`src/rtl/hdlc_rx_pkg.sv`:
```
package hdlc_rx_pkg;
  localparam int RUN_LEN   = 5;                  // ones before a stuffed zero
  localparam int ASM_DEPTH = 8 + RUN_LEN + 1;    // byte plus worst-case flag lookahead
  localparam int ASM_CW    = $clog2(ASM_DEPTH + 1);

  localparam logic [7:0] ST_GOOD   = 8'h00;
  localparam logic [7:0] ST_FCS    = 8'h01;
  localparam logic [7:0] ST_FORMAT = 8'h02;
  localparam logic [7:0] ST_ABORT  = 8'h04;

  localparam logic [15:0] FCS_PRESET  = 16'hFFFF;
  localparam logic [15:0] FCS_POLY    = 16'h8408;
  localparam logic [15:0] FCS_RESIDUE = 16'hF0B8;

  function automatic logic [15:0] fcs_byte(input logic [15:0] c, input logic [7:0] d);
    logic [15:0] r;
    r = c;
    for (int i = 0; i < 8; i++) begin
      if (r[0] ^ d[i]) r = (r >> 1) ^ FCS_POLY;
      else             r = r >> 1;
    end
    return r;
  endfunction
endpackage

```
`src/rtl/hdlc_bit_filter.sv`:
```
module hdlc_bit_filter
  import hdlc_rx_pkg::*;
(
  input  logic clk_i,
  input  logic rst_ni,
  input  logic valid_i,
  input  logic bit_i,
  output logic data_o,       // bit is payload
  output logic flag_o,       // closing zero of a flag
  output logic abort_o,      // seventh consecutive one
  output logic lead_zero_o   // zero before current ones run was payload
);
  localparam int OW = $clog2(RUN_LEN + 3);
  localparam logic [OW-1:0] RUN  = OW'(RUN_LEN);
  localparam logic [OW-1:0] FRUN = OW'(RUN_LEN + 1);
  localparam logic [OW-1:0] SAT  = OW'(RUN_LEN + 2);

  logic [OW-1:0] ones_q;
  logic          lz_q;

  always_comb begin
    data_o  = valid_i && (ones_q < RUN);
    flag_o  = valid_i && !bit_i && (ones_q == FRUN);
    abort_o = valid_i &&  bit_i && (ones_q == FRUN);
  end

  assign lead_zero_o = lz_q;

  always_ff @(posedge clk_i or negedge rst_ni) begin
    if (!rst_ni) begin
      ones_q <= '0;
      lz_q   <= 1'b0;
    end else if (valid_i) begin
      if (bit_i) begin
        if (ones_q != SAT) ones_q <= ones_q + 1'b1;
      end else begin
        ones_q <= '0;
        lz_q   <= (ones_q < RUN);
      end
    end
  end
endmodule

```
`src/rtl/hdlc_byte_assembler.sv`:
```
module hdlc_byte_assembler
  import hdlc_rx_pkg::*;
(
  input  logic              clk_i,
  input  logic              rst_ni,
  input  logic              push_i,
  input  logic              bit_i,
  input  logic              clear_i,
  output logic              byte_vld_o,
  output logic [7:0]        byte_o,
  output logic [7:0]        tail_o,
  output logic [ASM_CW-1:0] cnt_o
);
  localparam int BW = 2 ** ASM_CW;

  logic [BW-1:0]     sh_q, sh_n;
  logic [ASM_CW-1:0] cnt_q, cnt_n;

  // a byte leaves only once enough later bits prove it is not part of a flag
  always_comb begin
    sh_n       = sh_q;
    cnt_n      = cnt_q;
    byte_vld_o = 1'b0;
    if (push_i) begin
      sh_n[cnt_q] = bit_i;
      cnt_n       = cnt_q + 1'b1;
    end
    byte_o = sh_n[7:0];
    if (cnt_n == ASM_CW'(ASM_DEPTH)) begin
      byte_vld_o = 1'b1;
      sh_n       = sh_n >> 8;
      cnt_n      = cnt_n - ASM_CW'(8);
    end
    if (clear_i) begin
      sh_n  = '0;
      cnt_n = '0;
    end
  end

  assign tail_o = sh_q[7:0];
  assign cnt_o  = cnt_q;

  always_ff @(posedge clk_i or negedge rst_ni) begin
    if (!rst_ni) begin
      sh_q  <= '0;
      cnt_q <= '0;
    end else begin
      sh_q  <= sh_n;
      cnt_q <= cnt_n;
    end
  end
endmodule

```
`src/rtl/hdlc_fcs16.sv`:
```
module hdlc_fcs16
  import hdlc_rx_pkg::*;
(
  input  logic        clk_i,
  input  logic        rst_ni,
  input  logic        init_i,
  input  logic        upd_i,
  input  logic [7:0]  byte_i,
  output logic [15:0] crc_o
);
  always_ff @(posedge clk_i or negedge rst_ni) begin
    if (!rst_ni)     crc_o <= FCS_PRESET;
    else if (init_i) crc_o <= FCS_PRESET;
    else if (upd_i)  crc_o <= fcs_byte(crc_o, byte_i);
  end
endmodule

```
`src/rtl/hdlc_rx_deframer.sv`:
```
module hdlc_rx_deframer
  import hdlc_rx_pkg::*;
#(
  parameter int MIN_FRAME_BYTES = 4
) (
  input  logic       clk_i,
  input  logic       rst_ni,
  input  logic       bit_valid_i,
  input  logic       bit_i,
  output logic       wr_en_o,
  output logic [7:0] wr_data_o
);
  localparam int NBW = $clog2(MIN_FRAME_BYTES + 1);

  logic              ev_data, ev_flag, ev_abort, lead_zero;
  logic              in_frame_q, stat_pend_q, stat_chk_q;
  logic [7:0]        stat_code_q;
  logic [NBW-1:0]    nbytes_q;
  logic              byte_vld;
  logic [7:0]        byte_d, tail;
  logic [ASM_CW-1:0] asm_cnt;
  logic [15:0]       crc;
  logic [ASM_CW:0]   rem;
  logic              has_data, close, kill, tail_wr, short_frm, misalign;
  logic              fcs_init, fcs_upd;
  logic [7:0]        fcs_in, status;

  hdlc_bit_filter i_filter (
    .clk_i      (clk_i),
    .rst_ni     (rst_ni),
    .valid_i    (bit_valid_i),
    .bit_i      (bit_i),
    .data_o     (ev_data),
    .flag_o     (ev_flag),
    .abort_o    (ev_abort),
    .lead_zero_o(lead_zero)
  );

  hdlc_byte_assembler i_asm (
    .clk_i     (clk_i),
    .rst_ni    (rst_ni),
    .push_i    (ev_data & in_frame_q),
    .bit_i     (bit_i),
    .clear_i   (ev_flag | ev_abort),
    .byte_vld_o(byte_vld),
    .byte_o    (byte_d),
    .tail_o    (tail),
    .cnt_o     (asm_cnt)
  );

  hdlc_fcs16 i_fcs (
    .clk_i (clk_i),
    .rst_ni(rst_ni),
    .init_i(fcs_init),
    .upd_i (fcs_upd),
    .byte_i(fcs_in),
    .crc_o (crc)
  );

  // bits still buffered once the flag's own leading bits are removed
  always_comb begin
    rem       = {1'b0, asm_cnt} - (ASM_CW + 1)'(RUN_LEN) - (ASM_CW + 1)'(lead_zero);
    has_data  = (nbytes_q != '0) || (rem != '0);
    close     = ev_flag  && in_frame_q && has_data;
    kill      = ev_abort && in_frame_q && has_data;
    tail_wr   = close && (rem == (ASM_CW + 1)'(8));
    misalign  = (rem != '0) && (rem != (ASM_CW + 1)'(8));
    short_frm = ({1'b0, nbytes_q} + (NBW + 1)'(tail_wr)) < (NBW + 1)'(MIN_FRAME_BYTES);
    fcs_init  = stat_pend_q || (ev_flag && !close) || ev_abort;
    fcs_upd   = byte_vld || tail_wr;
    fcs_in    = tail_wr ? tail : byte_d;
    status    = stat_chk_q ? ((crc == FCS_RESIDUE) ? ST_GOOD : ST_FCS) : stat_code_q;
  end

  always_ff @(posedge clk_i or negedge rst_ni) begin
    if (!rst_ni) begin
      in_frame_q  <= 1'b0;
      nbytes_q    <= '0;
      stat_pend_q <= 1'b0;
      stat_chk_q  <= 1'b0;
      stat_code_q <= ST_GOOD;
      wr_en_o     <= 1'b0;
      wr_data_o   <= '0;
    end else begin
      if (ev_flag)       in_frame_q <= 1'b1;
      else if (ev_abort) in_frame_q <= 1'b0;

      if (ev_flag || ev_abort) nbytes_q <= '0;
      else if (byte_vld && nbytes_q != NBW'(MIN_FRAME_BYTES)) nbytes_q <= nbytes_q + 1'b1;

      stat_pend_q <= close || kill;
      stat_chk_q  <= close && !kill && !short_frm && !misalign;
      stat_code_q <= kill ? ST_ABORT : ST_FORMAT;

      wr_en_o   <= byte_vld || tail_wr || stat_pend_q;
      wr_data_o <= stat_pend_q ? status : fcs_in;
    end
  end
endmodule

```
`config.mk`:
```
export PLATFORM = sky130hd
export DESIGN_NAME = hdlc_rx_deframer
export DESIGN_NICKNAME = d
export VERILOG_FILES = /design/src/rtl/hdlc_rx_pkg.sv /design/src/rtl/hdlc_bit_filter.sv /design/src/rtl/hdlc_byte_assembler.sv /design/src/rtl/hdlc_fcs16.sv /design/src/rtl/hdlc_rx_deframer.sv
export SDC_FILE = /design/constraint.sdc
export NUM_CORES = 1
export LEC_CHECK = 0
export ABC_AREA = 1
export BUFFER_PORTS_ARGS = -buffer_cell sky130_fd_sc_hd__clkbuf_2
export CELL_PAD_IN_SITES_DETAIL_PLACEMENT = 0
export CELL_PAD_IN_SITES_GLOBAL_PLACEMENT = 1
export CORE_ASPECT_RATIO = 1.25
export CORE_MARGIN = 2
export CORE_UTILIZATION = 26
export CTS_BUF_LIST = sky130_fd_sc_hd__clkbuf_16
export DETAILED_ROUTE_END_ITERATION = 16
export GPL_TIMING_DRIVEN = 0
export HOLD_SLACK_MARGIN = 0.03
export PLACE_DENSITY_LB_ADDON = 0.1
export SLEW_MARGIN = 20
export SYNTH_ARGS = -nofsm -noshare
export SYNTH_HDL_FRONTEND = slang
export SYNTH_SLANG_ARGS = --single-unit
```
`constraint.sdc`:
```
create_clock -name clk_i -period 2.4 [get_ports clk_i]
set_input_delay 0.12 -clock clk_i [delete_from_list [all_inputs] [get_ports clk_i]]
set_output_delay 0.12 -clock clk_i [all_outputs]
set_load 0.02 [all_outputs]
```
Yosys cells after proc, flatten, opt, wreduce, memory -nomap -nowiden
Index checks and enable logic that the tools add are counted.
{ "totals": {"ram_bits": 0, "latchBits": 0, "mem_bits_ro": 0, "reg_bits": 58, "elab_cells": 131, "in_bits": 4, "n_memories": 0, "out_inout_bits": 9} }
{ "op_classes": {"eq_ne": 8, "multipliers": 0, "order_cmp": 4, "n_reduce_logical": 36, "n_bitwise": 19, "div": 0, "n_shift": 0, "n_addsub": 7, "muxes": 45} }
{ "op_table": {"columns": ["operator", "count"], "rows": [
  ["2-to-1 mux 16 bit", 27],
  ["NOT 2 -> 3 bit", 8],
  ["2-to-1 mux 3 bit", 6],
  ["logical AND 1 bit", 17],
  ["bitwise mux 16 bit", 1],
  ["== test 16 bit, second input constant", 1],
  ["2-to-1 mux 8 bit", 2],
  ["2-to-1 mux 4 bit", 3],
  ["XOR 1 bit", 8],
  ["logical OR 1 bit", 7],
  ["adder 3 x 1 -> 3 bit, second input constant", 2],
  ["inequality test 3 bit, second input constant", 2],
  ["nonzero test 2 bit", 3],
  ["== test 5 x 4 -> 1 bit, second input constant", 1],
  ["logical NOT 1 bit", 5],
  ["less-than comparator 4 x 5 -> 1 bit, second input constant", 1],
  ["2-to-1 mux 1 bit", 5],
  ["inequality test 5 x 4 -> 1 bit, second input constant", 1],
  ["nonzero test 5 bit", 1],
  ["subtractor 4 x 3 -> 5 bit, second input constant", 1],
  ["subtractor 5 x 1 -> 5 bit", 1],
  ["adder 3 x 1 -> 4 bit", 1],
  ["adder 4 x 1 -> 4 bit, second input constant", 1],
  ["demux 1 bit (select 4 bit)", 1],
  ["12 further kinds", 13]
]} }

Longest topological paths before layout
Gate-level depths: netlist of the first run.
{ "logic_depth": {"depth_word": 39, "mapped_depth": 18, "ltp_nobuf": 18} }

By module
A second synthesis of the first run with hierarchy kept.
{ "unflattened": {"cells_unflattened": 503, "area_unflattened_um2": 3671.0} }
{ "modules_own_cells": {"columns": ["module", "cells_each", "seq_area_each_um2", "area_each_um2", "n_inst"], "rows": [
  ["hdlc_byte_assembler", 189, 500.5, 1317.5, 1],
  ["hdlc_rx_deframer", 146, 425.4, 1067.3, 1],
  ["hdlc_fcs16", 137, 420.4, 1046.0, 1],
  ["hdlc_bit_filter", 31, 100.1, 240.2, 1]
]} }

Worst setup path after synthesis of the first run
No wires, ideal clock.
{ "synth_timing": {"path_kind": "register to register", "startpoint": "register i_asm.cnt_q[1] (netlist: i_asm.cnt_o[1])", "endpoint": "register i_fcs.crc_o[3]", "path_buffers": 1, "stages_incl_launch_ff": 18, "setup_time_ns": 0.060, "period_less_slack_ns": 2.544, "slack_ns": -0.144, "arrival_time_ns": 2.484, "t_required_ns": 2.340, "cell_sequence": "dfrtp_1 > inv_1 > ha_1 > inv_1 > fa_1 > nand2_1 > nor2_1 > nand2_2 > clkinv_2 > buf_6 > nand4_1 > nand3_1 > nand2_1 > nand2_1 > nand2_1 > nand2_1 > nand3_1 > nand2_1"} }
{ "synth_between": {"elab_chain_len": 33, "elab_cells_between_ends": 53, "cone_classes": "add/sub: 3; order compare: 2; eq/ne: 2; mux: 31; bitwise: 4; reduce/logical: 11"} }
{ "synth_rtl": {"columns": ["element", "line", "rtl"], "rows": [
  ["start, declared", "hdlc_byte_assembler.sv:17", "logic [ASM_CW-1:0] cnt_q, cnt_n;"],
  ["start signal, assigned", "hdlc_byte_assembler.sv:49", "cnt_q <= cnt_n;"],
  ["subtractor 4 x 3 -> 5 bit (tied with other cells)", "hdlc_rx_deframer.sv:62", "rem = {1'b0, asm_cnt} - (ASM_CW + 1)'(RUN_LEN) - (ASM_CW + 1)'(lead_zero);"],
  ["subtractor 5 x 1 -> 5 bit or logical AND 1 bit (tied branches)", "hdlc_rx_deframer.sv:62, hdlc_byte_assembler.sv:25", null],
  ["nonzero test 5 bit or 2-to-1 mux 1 bit (tied branches)", "hdlc_rx_deframer.sv:63, hdlc_byte_assembler.sv:25", null],
  ["logical OR 1 bit or demux 1 bit (select 4 bit) (tied branches)", null, null],
  ["logical AND 1 bit or bitwise mux 16 bit (tied branches)", "hdlc_rx_deframer.sv:64, hdlc_byte_assembler.sv:25", null],
  ["logical AND 1 bit or 2-to-1 mux 16 bit (tied branches)", "hdlc_rx_deframer.sv:66, hdlc_byte_assembler.sv:24", null],
  ["2-to-1 mux 8 bit", "hdlc_rx_deframer.sv:71", "fcs_in = tail_wr ? tail : byte_d;"],
  ["XOR 1 bit", "hdlc_rx_pkg.sv:19", "if (r[0] ^ d[i]) r = (r >> 1) ^ FCS_POLY;"],
  ["[... 17 more ...]", null, null],
  ["2-to-1 mux 16 bit", "hdlc_fcs16.sv:13", "else if (init_i) crc_o <= FCS_PRESET;"],
  ["2-to-1 mux 16 bit", "hdlc_rx_pkg.sv:19", null],
  ["2-to-1 mux 16 bit", "hdlc_fcs16.sv:14", "else if (upd_i) crc_o <= fcs_byte(crc_o, byte_i);"],
  ["2-to-1 mux 16 bit", "hdlc_fcs16.sv:13", null],
  ["NOT 2 -> 3 bit (no line)", null, null],
  ["2-to-1 mux 16 bit", "hdlc_rx_pkg.sv:19", null],
  ["2-to-1 mux 16 bit", "hdlc_fcs16.sv:14", null],
  ["2-to-1 mux 16 bit", "hdlc_fcs16.sv:13", null],
  ["end signal, assigned", "hdlc_fcs16.sv:14", null],
  ["end, declared", "hdlc_fcs16.sv:9", "output logic [15:0] crc_o"]
]} }
Parallel ways exist; a longest one is shown, timed or not. The select of a mux whose other input is x is not followed.
A chain may end at the register's enable or synchronous reset.

Final worst setup path of the first run
{ "layout_timing": {"startpoint": "register i_filter.lz_q (netlist: i_filter.lead_zero_o)", "endpoint": "register i_fcs.crc_o[2]"} }
{ "layout_between": {"elab_chain_len": 26, "elab_cells_between_ends": 33, "cone_classes": "add/sub: 1; eq/ne: 1; mux: 19; bitwise: 2; reduce/logical: 10"} }
{ "layout_rtl": {"columns": ["element", "line", "rtl"], "rows": [
  ["start, declared", "hdlc_bit_filter.sv:19", "logic lz_q;"],
  ["start signal, assigned", "hdlc_bit_filter.sv:38", "lz_q <= (ones_q < RUN);"],
  ["subtractor 5 x 1 -> 5 bit *", "hdlc_rx_deframer.sv:62", null],
  ["nonzero test 5 bit", "hdlc_rx_deframer.sv:63", "has_data = (nbytes_q != '0) || (rem != '0);"],
  ["logical OR 1 bit", "hdlc_rx_deframer.sv:63", null],
  ["logical AND 1 bit", "hdlc_rx_deframer.sv:64", "close = ev_flag && in_frame_q && has_data;"],
  ["logical AND 1 bit", "hdlc_rx_deframer.sv:66", "tail_wr = close && (rem == (ASM_CW + 1)'(8));"],
  ["2-to-1 mux 8 bit", "hdlc_rx_deframer.sv:71", null],
  ["XOR 1 bit", "hdlc_rx_pkg.sv:19", null],
  ["2-to-1 mux 16 bit", "hdlc_rx_pkg.sv:19", null],
  ["[... 10 more ...]", null, null],
  ["2-to-1 mux 16 bit", "hdlc_fcs16.sv:13", null],
  ["XOR 1 bit", "hdlc_rx_pkg.sv:19", null],
  ["2-to-1 mux 16 bit", "hdlc_rx_pkg.sv:19", null],
  ["2-to-1 mux 16 bit", "hdlc_fcs16.sv:14", null],
  ["2-to-1 mux 16 bit", "hdlc_fcs16.sv:13", null],
  ["2-to-1 mux 16 bit", "hdlc_rx_pkg.sv:19", null],
  ["2-to-1 mux 16 bit", "hdlc_fcs16.sv:14", null],
  ["2-to-1 mux 16 bit", "hdlc_fcs16.sv:13", null]
]} }
Every way passes the cells marked *; elsewhere a longest branch is shown, timed or not. The select of a mux whose other input is x is not followed.

==> summary by stage, run 1 <==
Status
The flow ran to the end, but the final reports show violations. The checks that failed: negative setup slack.

Routing
The wire length reported by the detailed router is between 10,000 and 15,000 um. After detailed routing, the number of vias per cell comes to between 4 and 5. The final routed DRC violation total is 0. The first TritonRoute pass finished after 4 iterations. The vias after detailed routing is around 3,500. Once detail routing completed, the nets flagged for antenna violations numbered 0. The final routed wire length divided by cell count is ~17 um. In this run, the number of DRC markers left after iteration 0 of detailed routing was around 170.

Synthesis
By area the synthesized netlist is led by sky130_fd_sc_hd__dfrtp_1 27%, sky130_fd_sc_hd__nand2_1 13%, sky130_fd_sc_hd__dfstp_2 11%. The synthesized area per cell is between 7 and 8 um2. The share of synthesized area in the top cell type comes to 0.270. The share of the Yosys chip area taken by registers is 0.381.

The Yosys step of the flow raised 0 warnings. The largest area contributor in the synthesized netlist is sky130_fd_sc_hd__dfrtp_1. The synthesized area is roughly 0.0038 mm2.

The distinct cell type count after synthesis is 40. The synthesized design contains between 50 and 60 register bits. The number of nets in the synthesized netlist is approximately 520.

In the synthesized netlist, the number of instances is between 500 and 600.

Worst hold path
Along the worst hold path, the cell count comes to 3. The worst hold path begins at bit_valid_i. The path type of the worst min-delay path is primary input to flip-flop.

Clock tree
Clock-pin slew was measured on the worst setup and hold paths at 0.06 ns. CTS saw 57 sinks. The latest clock arrival within the worst-skew pair is approximately 0.33 ns. The number of buffers on the longest clock path is 2. The buffer cell driving the clock tree root is sky130_fd_sc_hd__clkbuf_16.

The number of clock buffers added by TritonCTS is 9. TritonCTS built the clock tree. The number of H-tree branching levels is 3.

Pwr
The total internal power is 3.63 mW. The share of total power dissipated in sequential elements is 0.255. Of the total power, the share spent switching nets is 0.478. The worst-case IR drop observed on VDD is slightly above 500 uV. The design draws 6.94 mW.

The proportion of power drawn by combinational gates is 0.582. For this design the ratio of total power to cell area is between 1000 and 1500 mW/mm2. The static leakage is approximately 2.5 nW. The share of total power dissipated in the clock network is 0.163. The power dissipated by switching net loads is roughly 3.3 mW.

Setup path
The maximum cell stage delay along the critical path is ~0.48 ns. On the critical path, the stage with the largest delay is an instance of sky130_fd_sc_hd__fa_1. The highest fanout seen on the critical path is 4. The startpoint identified for the worst register-to-register timing path is i_filter.lead_zero_o. The kind of end point of the critical path is a flip-flop. The number of cells on the worst reg-to-reg path is 18.

The class of the most critical setup path is flip-flop to flip-flop. In this design, the critical path's most frequently occurring cell is sky130_fd_sc_hd__nand2_2. STA puts the critical path data required time at 2.68 ns. The worst setup path is launched from a flip-flop. Traced cell by cell, the critical path runs through inv_2 > ha_4 > ha_4 > inv_2 > fa_1 > nand2_2 > nor2_4 > nand2_4 > inv_8 > buf_6 > nand4_1 > nand3_1 > nand2_2 > nand2_4 > nand2_4 > nand2_2 > nand3_2 > nand2_2.

Data on the critical path arrives at its endpoint at approximately 2.9 ns. The launch point of the critical path is i_filter.lead_zero_o.

Timing
The headroom to the max-slew limit is 0.674. Setup repair after global routing could not meet its margin everywhere. Setup violations remaining at the end of the flow were counted as 16. The worst-margin pin slew is a little under 0.5 ns. On the final layout, the worst hold slack is 0.190 ns. The number of hold violations in the final report came to 0. In the finished design, the share of the clock period the worst path needs comes to 1.08.

The number of slew-limit violations in the final report is 0. For this run, the top clock speed supported by timing is just under 0.4 GHz. The worst-case setup margin in the final layout is -0.199 ns. The shortest clock period the worst path allows after layout is approximately 2.6 ns. Between clock sinks in the finished design, the worst skew comes to about 0.01 ns.

Final layout
The area growth from synthesis to layout is 30.6%. The final layout contains 574 nets. The filler cell count is about 1,500. The combined flip-flop and latch cell area is 0.00145 mm2.

The antenna diode count is 0. The ratio of cells with drive above 1 in the final layout is 0.310. The area taken by multi-input logic gates is roughly 0.0024 mm2. The core occupancy in the finished layout is 0.345.

Floorplan
The total area inside the core boundary comes to about 0.014 mm2. During I/O placement, the number of pins put on the boundary was 13. The width of the die is between 100 and 150 um. The die area is between 0.015 and 0.02 mm2. The number of standard-cell rows in the floorplan is 49. The die is 139 um tall. The effective utilization at floorplan is 0.265.

GRT
The maximum number of pins on one net before global-route repair is 31. Across every metal layer, demand over resource in global routing totals 0.171. The global-route congestion overflow total is 0.

The via count of the first global-routing pass is about 3,700. The number of antenna violations at the first check in global routing is 0. The first global-routing pass estimated between 20,000 and 25,000 um of wire.

Place
The total half-perimeter wirelength after legalization and detailed placement is about 9500 um. The final weighted congestion in routability-driven placement is approximately 0.78. In this run the tool buffered the top-level ports with 12 buffer cells.

Flow run
The max-capacitance violation count is 0.
==> power groups by stage <==
| stage | registers (mW) | clock network (mW) | logic (mW) |
|---|---|---|---|
| 2_1_floorplan | 1.75 | 0 | 2.23 |
| 3_3_place_gp | 1.78 | 0 | 3.06 |
| 3_5_place_dp | 1.78 | 0 | 3.09 |
| 4_1_cts | 1.77 | 1.17 | 3.79 |
| 5_1_grt | 1.83 | 1.22 | 4.51 |
| 6_report | 1.77 | 1.13 | 4.04 |
==> per-layer routing <==
layer / wire (um) / GRT usage / up-vias
met2: 6600 / 0.303 / 44
met4: 372 / 0.0712 / 0
met3: 281 / 0.0341 / 24
met5: 0 / 0 / -
met1: 5400 / 0.202 / 1632
li1: - / - / 1768
==> logic make-up after synthesis <==
family,Yosys count,share of synthesized area
buffers and inverters,74,0.0844
and+or+nand+nor,297,0.377
muxes,7,0.0185
AOI/OAI and AO/OA,50,0.0781
adders and majority gates,13,0.0448
DFF,57,0.381
xor gates and xnor gates,6,0.0158
==> critical path, delay by kind of cell, from the launching register on <==
family | cells | cell delay (ns)
flip-flops | 1 | 0.37
adder cells (fa/ha/maj) | 3 | 0.73
buffers and inverters | 4 | 0.29
AND/OR/NAND/NOR | 11 | 1.17
==> cell usage in the layout (no fill, tap or decap), types with 2 or more instances in the layout <==
cell                         count
sky130_fd_sc_hd__nand2_1       110
sky130_fd_sc_hd__nand3_1        63
sky130_fd_sc_hd__inv_1          56
sky130_fd_sc_hd__dfrtp_1        41
sky130_fd_sc_hd__nor2_1         27
sky130_fd_sc_hd__nand2_2        26
sky130_fd_sc_hd__buf_4          21
sky130_fd_sc_hd__nand3_2        20
sky130_fd_sc_hd__o21ai_0        19
sky130_fd_sc_hd__nand4_1        16
sky130_fd_sc_hd__dfstp_2        16
sky130_fd_sc_hd__nand2_4        15
sky130_fd_sc_hd__a21oi_1        13
sky130_fd_sc_hd__clkbuf_2       11
sky130_fd_sc_hd__buf_6          10
sky130_fd_sc_hd__ha_1           10
sky130_fd_sc_hd__clkbuf_16       9
sky130_fd_sc_hd__mux2i_1         7
sky130_fd_sc_hd__a21oi_2         7
sky130_fd_sc_hd__xor2_1          5
sky130_fd_sc_hd__inv_2           4
sky130_fd_sc_hd__clkinv_1        4
sky130_fd_sc_hd__nor2_4          4
sky130_fd_sc_hd__nor2_2          4
sky130_fd_sc_hd__a31oi_1         4
sky130_fd_sc_hd__nand3_4         3
sky130_fd_sc_hd__nor3_1          3
sky130_fd_sc_hd__clkinvlp_4      2
sky130_fd_sc_hd__clkbuf_1        2
sky130_fd_sc_hd__inv_4           2
sky130_fd_sc_hd__nand4_4         2
sky130_fd_sc_hd__o21ai_1         2
sky130_fd_sc_hd__nand2_8         2
sky130_fd_sc_hd__ha_4            2
sky130_fd_sc_hd__clkbuf_4        2
sky130_fd_sc_hd__buf_12          2
==> cell usage after synthesis (all sizes together) <==
library cell / instances
o41ai: 1
nor4: 1
o21ai: 22
clkbuf: 2
a31oi: 4
ha: 12
inv: 60
xor2: 6
nor2: 36
nand3: 86
or2: 1
clkinv: 4
dfstp: 16
mux2i: 7
o22ai: 1
buf: 8
nor3: 3
dfrtp: 41
nand4: 18
a21oi: 21
o211ai: 1
nand2: 152
fa: 1
==> what timing repair did <==
| action | 4_1_cts | 5_1_grt |
|---|---|---|
| endpoints found under the hold margin | 13 | 0 |
| hold buffers | 1 | 0 |
| pin swaps | 25 | 18 |
| gates cloned | 4 | 0 |
| setup buffers | 19 | 6 |
| gates resized for setup | 58 | 40 |
| setup endpoints to repair | 21 | 22 |
==> state kept, by name, indices dropped and copies added (netlist names) <==
signal and cells:
i_asm.sh_q 16, i_fcs.crc_o 16, wr_data_o 8, i_asm.cnt_o 4, i_filter.ones_q 3, nbytes_q 3
stat_code_q 2, i_filter.lead_zero_o 1, in_frame_q 1, stat_chk_q 1, stat_pend_q 1, wr_en_o 1
==> cell type report <==
class                   count  area share
clock buffers               9      0.0454
clock inverters             7     0.00631
well taps                 178      0.0449
multi-input cells         375       0.475
flip-flops and latches     57       0.292
inverters                  64      0.0528
repair buffers             40      0.0644
plain buffers              10      0.0189
==> per-stage QoR <==
stage / area, um2 / std cells / TNS [ns] / setup slack (ns)
2_1_floorplan: 3800 / 504 / 0 / 0.0222
3_5_place_dp: 4110 / 695 / -6.14 / -0.464
6_report: 4960 / 740 / -2.18 / -0.199
4_1_cts: 4780 / 735 / -2.69 / -0.227
3_3_place_gp: 4090 / 694 / -5.34 / -0.421
5_1_grt: 4960 / 740 / -5.19 / -0.372
==> path summary, 6_finish.rpt <==
path                                       to  slack (ns)
setup / recovery               i_fcs.crc_o[2]       -0.20
hold / removal             i_filter.ones_q[1]        0.19
setup reg to reg               i_fcs.crc_o[2]       -0.20
hold reg to reg                  wr_data_o[1]        0.49
max in group asynchronous       i_asm.sh_q[1]        1.57
min in group asynchronous        wr_data_o[4]        0.30
Power figures use the tool's default switching activity.
==> inputs of run 2 (changes only) <==
--- a/config.mk
+++ b/config.mk
@@ -7,8 +7,8 @@
 export LEC_CHECK = 0
 export ABC_AREA = 1
 export BUFFER_PORTS_ARGS = -buffer_cell sky130_fd_sc_hd__clkbuf_2
-export CELL_PAD_IN_SITES_DETAIL_PLACEMENT = 0
-export CELL_PAD_IN_SITES_GLOBAL_PLACEMENT = 1
+export CELL_PAD_IN_SITES_DETAIL_PLACEMENT = 1
+export CELL_PAD_IN_SITES_GLOBAL_PLACEMENT = 2
 export CORE_ASPECT_RATIO = 1.25
 export CORE_MARGIN = 2
 export CORE_UTILIZATION = 26
==> run 2 against run 1 <==
Against the previous run:
- the run still ends with negative setup slack left
- final cell count decreased by 2.2%
- global-route usage is 0.71 points higher
- sequential power hardly changed
- die area is the same
- combinational power down 5.9%
- sequential share of layout area increased by 0.47 points
- core utilization is 0.52 points lower
- first-iteration DRC count decreased by 60%
- largest cell class unchanged
==> summary by stage, run 2 (synthesis gave the netlist of run 1 again) <==
Place
Summed over all nets, the half-perimeter wirelength after detailed placement is a little over 10,000 um. Buffers placed on the I/O ports in this run total 12. Routability-driven placement finished with a final weighted congestion of between 0.7 and 0.8.

Final layout
The combined flip-flop and latch cell area is 0.00145 mm2. The most common cell after layout, fill and taps aside is sky130_fd_sc_hd__nand2_1. For this run, the post-layout net count is about 560. Compared with the post-synthesis result, the final layout area differs by 28.6%. The filler cell count is roughly 1,700. In the final layout, the multi-input gates occupy roughly 0.0024 mm2. 0 antenna diodes ended up in the layout. The core occupancy in the finished layout is 0.340.

Leaving out fill and tap cells, the most frequent cells in the layout are 104 x sky130_fd_sc_hd__nand2_1, 62 x sky130_fd_sc_hd__nand3_1, 57 x sky130_fd_sc_hd__inv_1. The ratio of cells with drive above 1 in the final layout is 0.302. In the final layout, the registers with the most flip-flops are i_asm.sh_q: 16 flops, i_fcs.crc_o: 16 flops, wr_data_o: 8 flops.

Routing
The count of nets left with antenna violations once routing finished came out at 0. After the first detailed-routing iteration, the DRC count stood at roughly 70. Detailed routing inserted a total of 3,446 vias.

The first-pass detailed-route iteration total is 4. In the final routed layout, each cell accounts on average for 18.2 um. In the routed layout, each cell is associated on average with a via count of around 4.8. After detailed routing, the number of remaining DRC violations is 0.

Summed over all layers, the routed wires come to around 13,000 um.

Timing
Setup violations remaining at the end of the flow were counted as 15. In the finished design, the share of the clock period the worst path needs comes to 1.10. The number of slew-limit violations in the final report is 0.

The worst setup skew after layout is slightly below 0.008 ns. Based on the critical path, the design can be clocked at up to 0.378 GHz. The routed design could run at a clock period as short as 2.64 ns. The worst-case setup margin in the final layout is -0.242 ns.

The number of hold violations in the final report is 0. Setup repair after global routing could not meet its margin everywhere. Measured against its own limit, the worst slew margin works out to 0.659.

The worst-margin pin slew is just over 0.5 ns.

Clock tree
The number of H-tree branching levels is 3. CTS placed an instance of sky130_fd_sc_hd__clkbuf_16 at the clock tree root. The longest clock path from root to sink contains 2 buffers. The count of clock tree sinks is 57. The latest clock arrival within the worst-skew pair is ~0.34 ns. Clock-pin slew was measured on the worst setup and hold paths at ~0.060 ns. The clock tree from TritonCTS is built.

The TritonCTS buffer count is 9.

GRT
Entering global routing, the biggest net connects 35 pins. The global router's overall resource usage is 0.179. The via count of the first global-routing pass was between 3,000 and 4,000. The number of antenna violations at the first check in global routing was 0. The global-route congestion overflow total is 0. The first global-routing pass estimated 21,200 um of wire.

Setup path
The worst setup path is launched from a flip-flop. The maximum cell stage delay along the critical path is approximately 0.48 ns. STA classifies the critical path endpoint as a flip-flop.

STA puts the critical path data arrival time at between 2 and 3 ns. The cell at the slowest stage of the critical path is sky130_fd_sc_hd__fa_1. In this design, the largest share of critical-path delay is due to simple AND/OR/NAND/NOR gates. The sum of buffers and inverters on the critical path is 5. The required time of the critical path is 2.66 ns.

In this design, the critical path's most frequently occurring cell is sky130_fd_sc_hd__nand2_2. Along the worst path, the maximum fanout reaches 6. The critical path goes through inv_2 > ha_4 > ha_4 > inv_2 > fa_1 > nand2_2 > nor2_4 > buf_12 > nand4_4 > buf_6 > nand2_2 > nand3_1 > nand2_1 > nand2_2 > buf_4 > nand3_2 > o211ai_1. The critical path is of the flip-flop to flip-flop type.

Floorplan
For this configuration, the core starts out at a cell density of 0.265. The die covers roughly 0.016 mm2. In this run the count of I/O pins placed on the die edge is 13. The floorplan has around 50 rows.

The vertical die dimension is between 100 and 150 um. The area of the placeable core is roughly 0.014 mm2. The die is between 100 and 150 um wide.

Pwr
The maximum ir drop on the vdd rail is 465 uV. Power spread over the standard cell area amounts to roughly 1400 mW/mm2. The total design power is about 6.9 mW.

The analysis attributes to cell leakage a power of ~2.4 nW.

Flow run
Max-cap violations in this run came to 0.

Status
The run finished, with violations left. The checks that failed: negative setup slack.

Worst hold path
The path type of the worst min-delay path is primary input to flip-flop.
run 2: cell types whose count changed in the layout (fill, tap and decap cells not counted), sizes merged:
cell,before,now
buf,34,19
clkinvlp,2,0
bufinv,0,2
nand4,19,18
run 2: path summary, 6_finish.rpt:
check	start	end	slack [ns]	cells past startpoint
max in group asynchronous	rst_ni	i_fcs.crc_o[1]	1.54	3
max reg2reg	i_filter.lead_zero_o	i_fcs.crc_o[14]	-0.24	17
max	i_filter.lead_zero_o	i_fcs.crc_o[14]	-0.24	17
min reg2reg	i_fcs.crc_o[15]	i_fcs.crc_o[15]	0.50	2
min in group asynchronous	rst_ni	wr_data_o[3]	0.27	2
min	bit_valid_i	i_filter.ones_q[1]	0.18	3
run 2: where the power goes:
part           switching (mW)  internal (mW)  total (mW)  leakage, nW
registers               0.343           1.45        1.79        0.659
clock network           0.465          0.891        1.36        0.161
logic                    2.47           1.33        3.80         1.60
total                    3.28           3.67        6.94         2.42
run 2: what timing repair did:
item | CTS | global route
hold endpoints to repair | 23 | 0
setup buffers | 7 | 5
hold buffers | 1 | 0
cloned | 1 | 0
endpoints found under the setup margin | 23 | 23
pin swaps | 25 | 9
resized for setup | 62 | 33
run 2: per-layer routing:
| layer | global-route usage | wire length (um) | vias to the layer above |
|---|---|---|---|
| li1 | - | - | 1731 |
| met1 | 0.201 | 5420 | 1672 |
| met2 | 0.335 | 7200 | 25 |
| met3 | 0.0341 | 245 | 18 |
| met4 | 0.0597 | 273 | 0 |
| met5 | 0 | 0 | - |
run 2: cell type report:
cell class / count / area share
repair buffers: 25 / 0.0408
multi-input cells: 374 / 0.484
flip-flops and latches: 57 / 0.297
inverters: 64 / 0.0523
well taps: 178 / 0.0456
plain buffers: 10 / 0.0185
clock buffers: 9 / 0.0461
clock inverters: 7 / 0.0164
run 2: worst register-to-register path, stage by stage, from the launching register on:
cell	delay [ns]
sky130_fd_sc_hd__dfrtp_1	0.37
sky130_fd_sc_hd__inv_2	0.09
sky130_fd_sc_hd__ha_4	0.14
sky130_fd_sc_hd__ha_4	0.12
sky130_fd_sc_hd__inv_2	0.03
sky130_fd_sc_hd__fa_1	0.48
sky130_fd_sc_hd__nand2_2	0.06
sky130_fd_sc_hd__nor2_4	0.14
sky130_fd_sc_hd__buf_12	0.13
sky130_fd_sc_hd__nand4_4	0.19
sky130_fd_sc_hd__buf_6	0.22
sky130_fd_sc_hd__nand2_2	0.08
sky130_fd_sc_hd__nand3_1	0.07
sky130_fd_sc_hd__nand2_1	0.09
sky130_fd_sc_hd__nand2_2	0.09
sky130_fd_sc_hd__buf_4	0.14
sky130_fd_sc_hd__nand3_2	0.05
sky130_fd_sc_hd__o211ai_1	0.08
run 2: through the flow:
step | hold WS, ns | instance area [um2] | TNS [ns] | instances | setup WS (ns)
floorplan | -0.176 | 3800 | 0 | 504 | 0.0222
global route | 0.186 | 4880 | -4.93 | 724 | -0.376
CTS | 0.171 | 4710 | -4.08 | 720 | -0.312
finish | 0.182 | 4880 | -2.60 | 724 | -0.242
global placement | 0.492 | 4090 | -6.17 | 694 | -0.467
detailed placement | 0.0926 | 4110 | -6.90 | 695 | -0.545
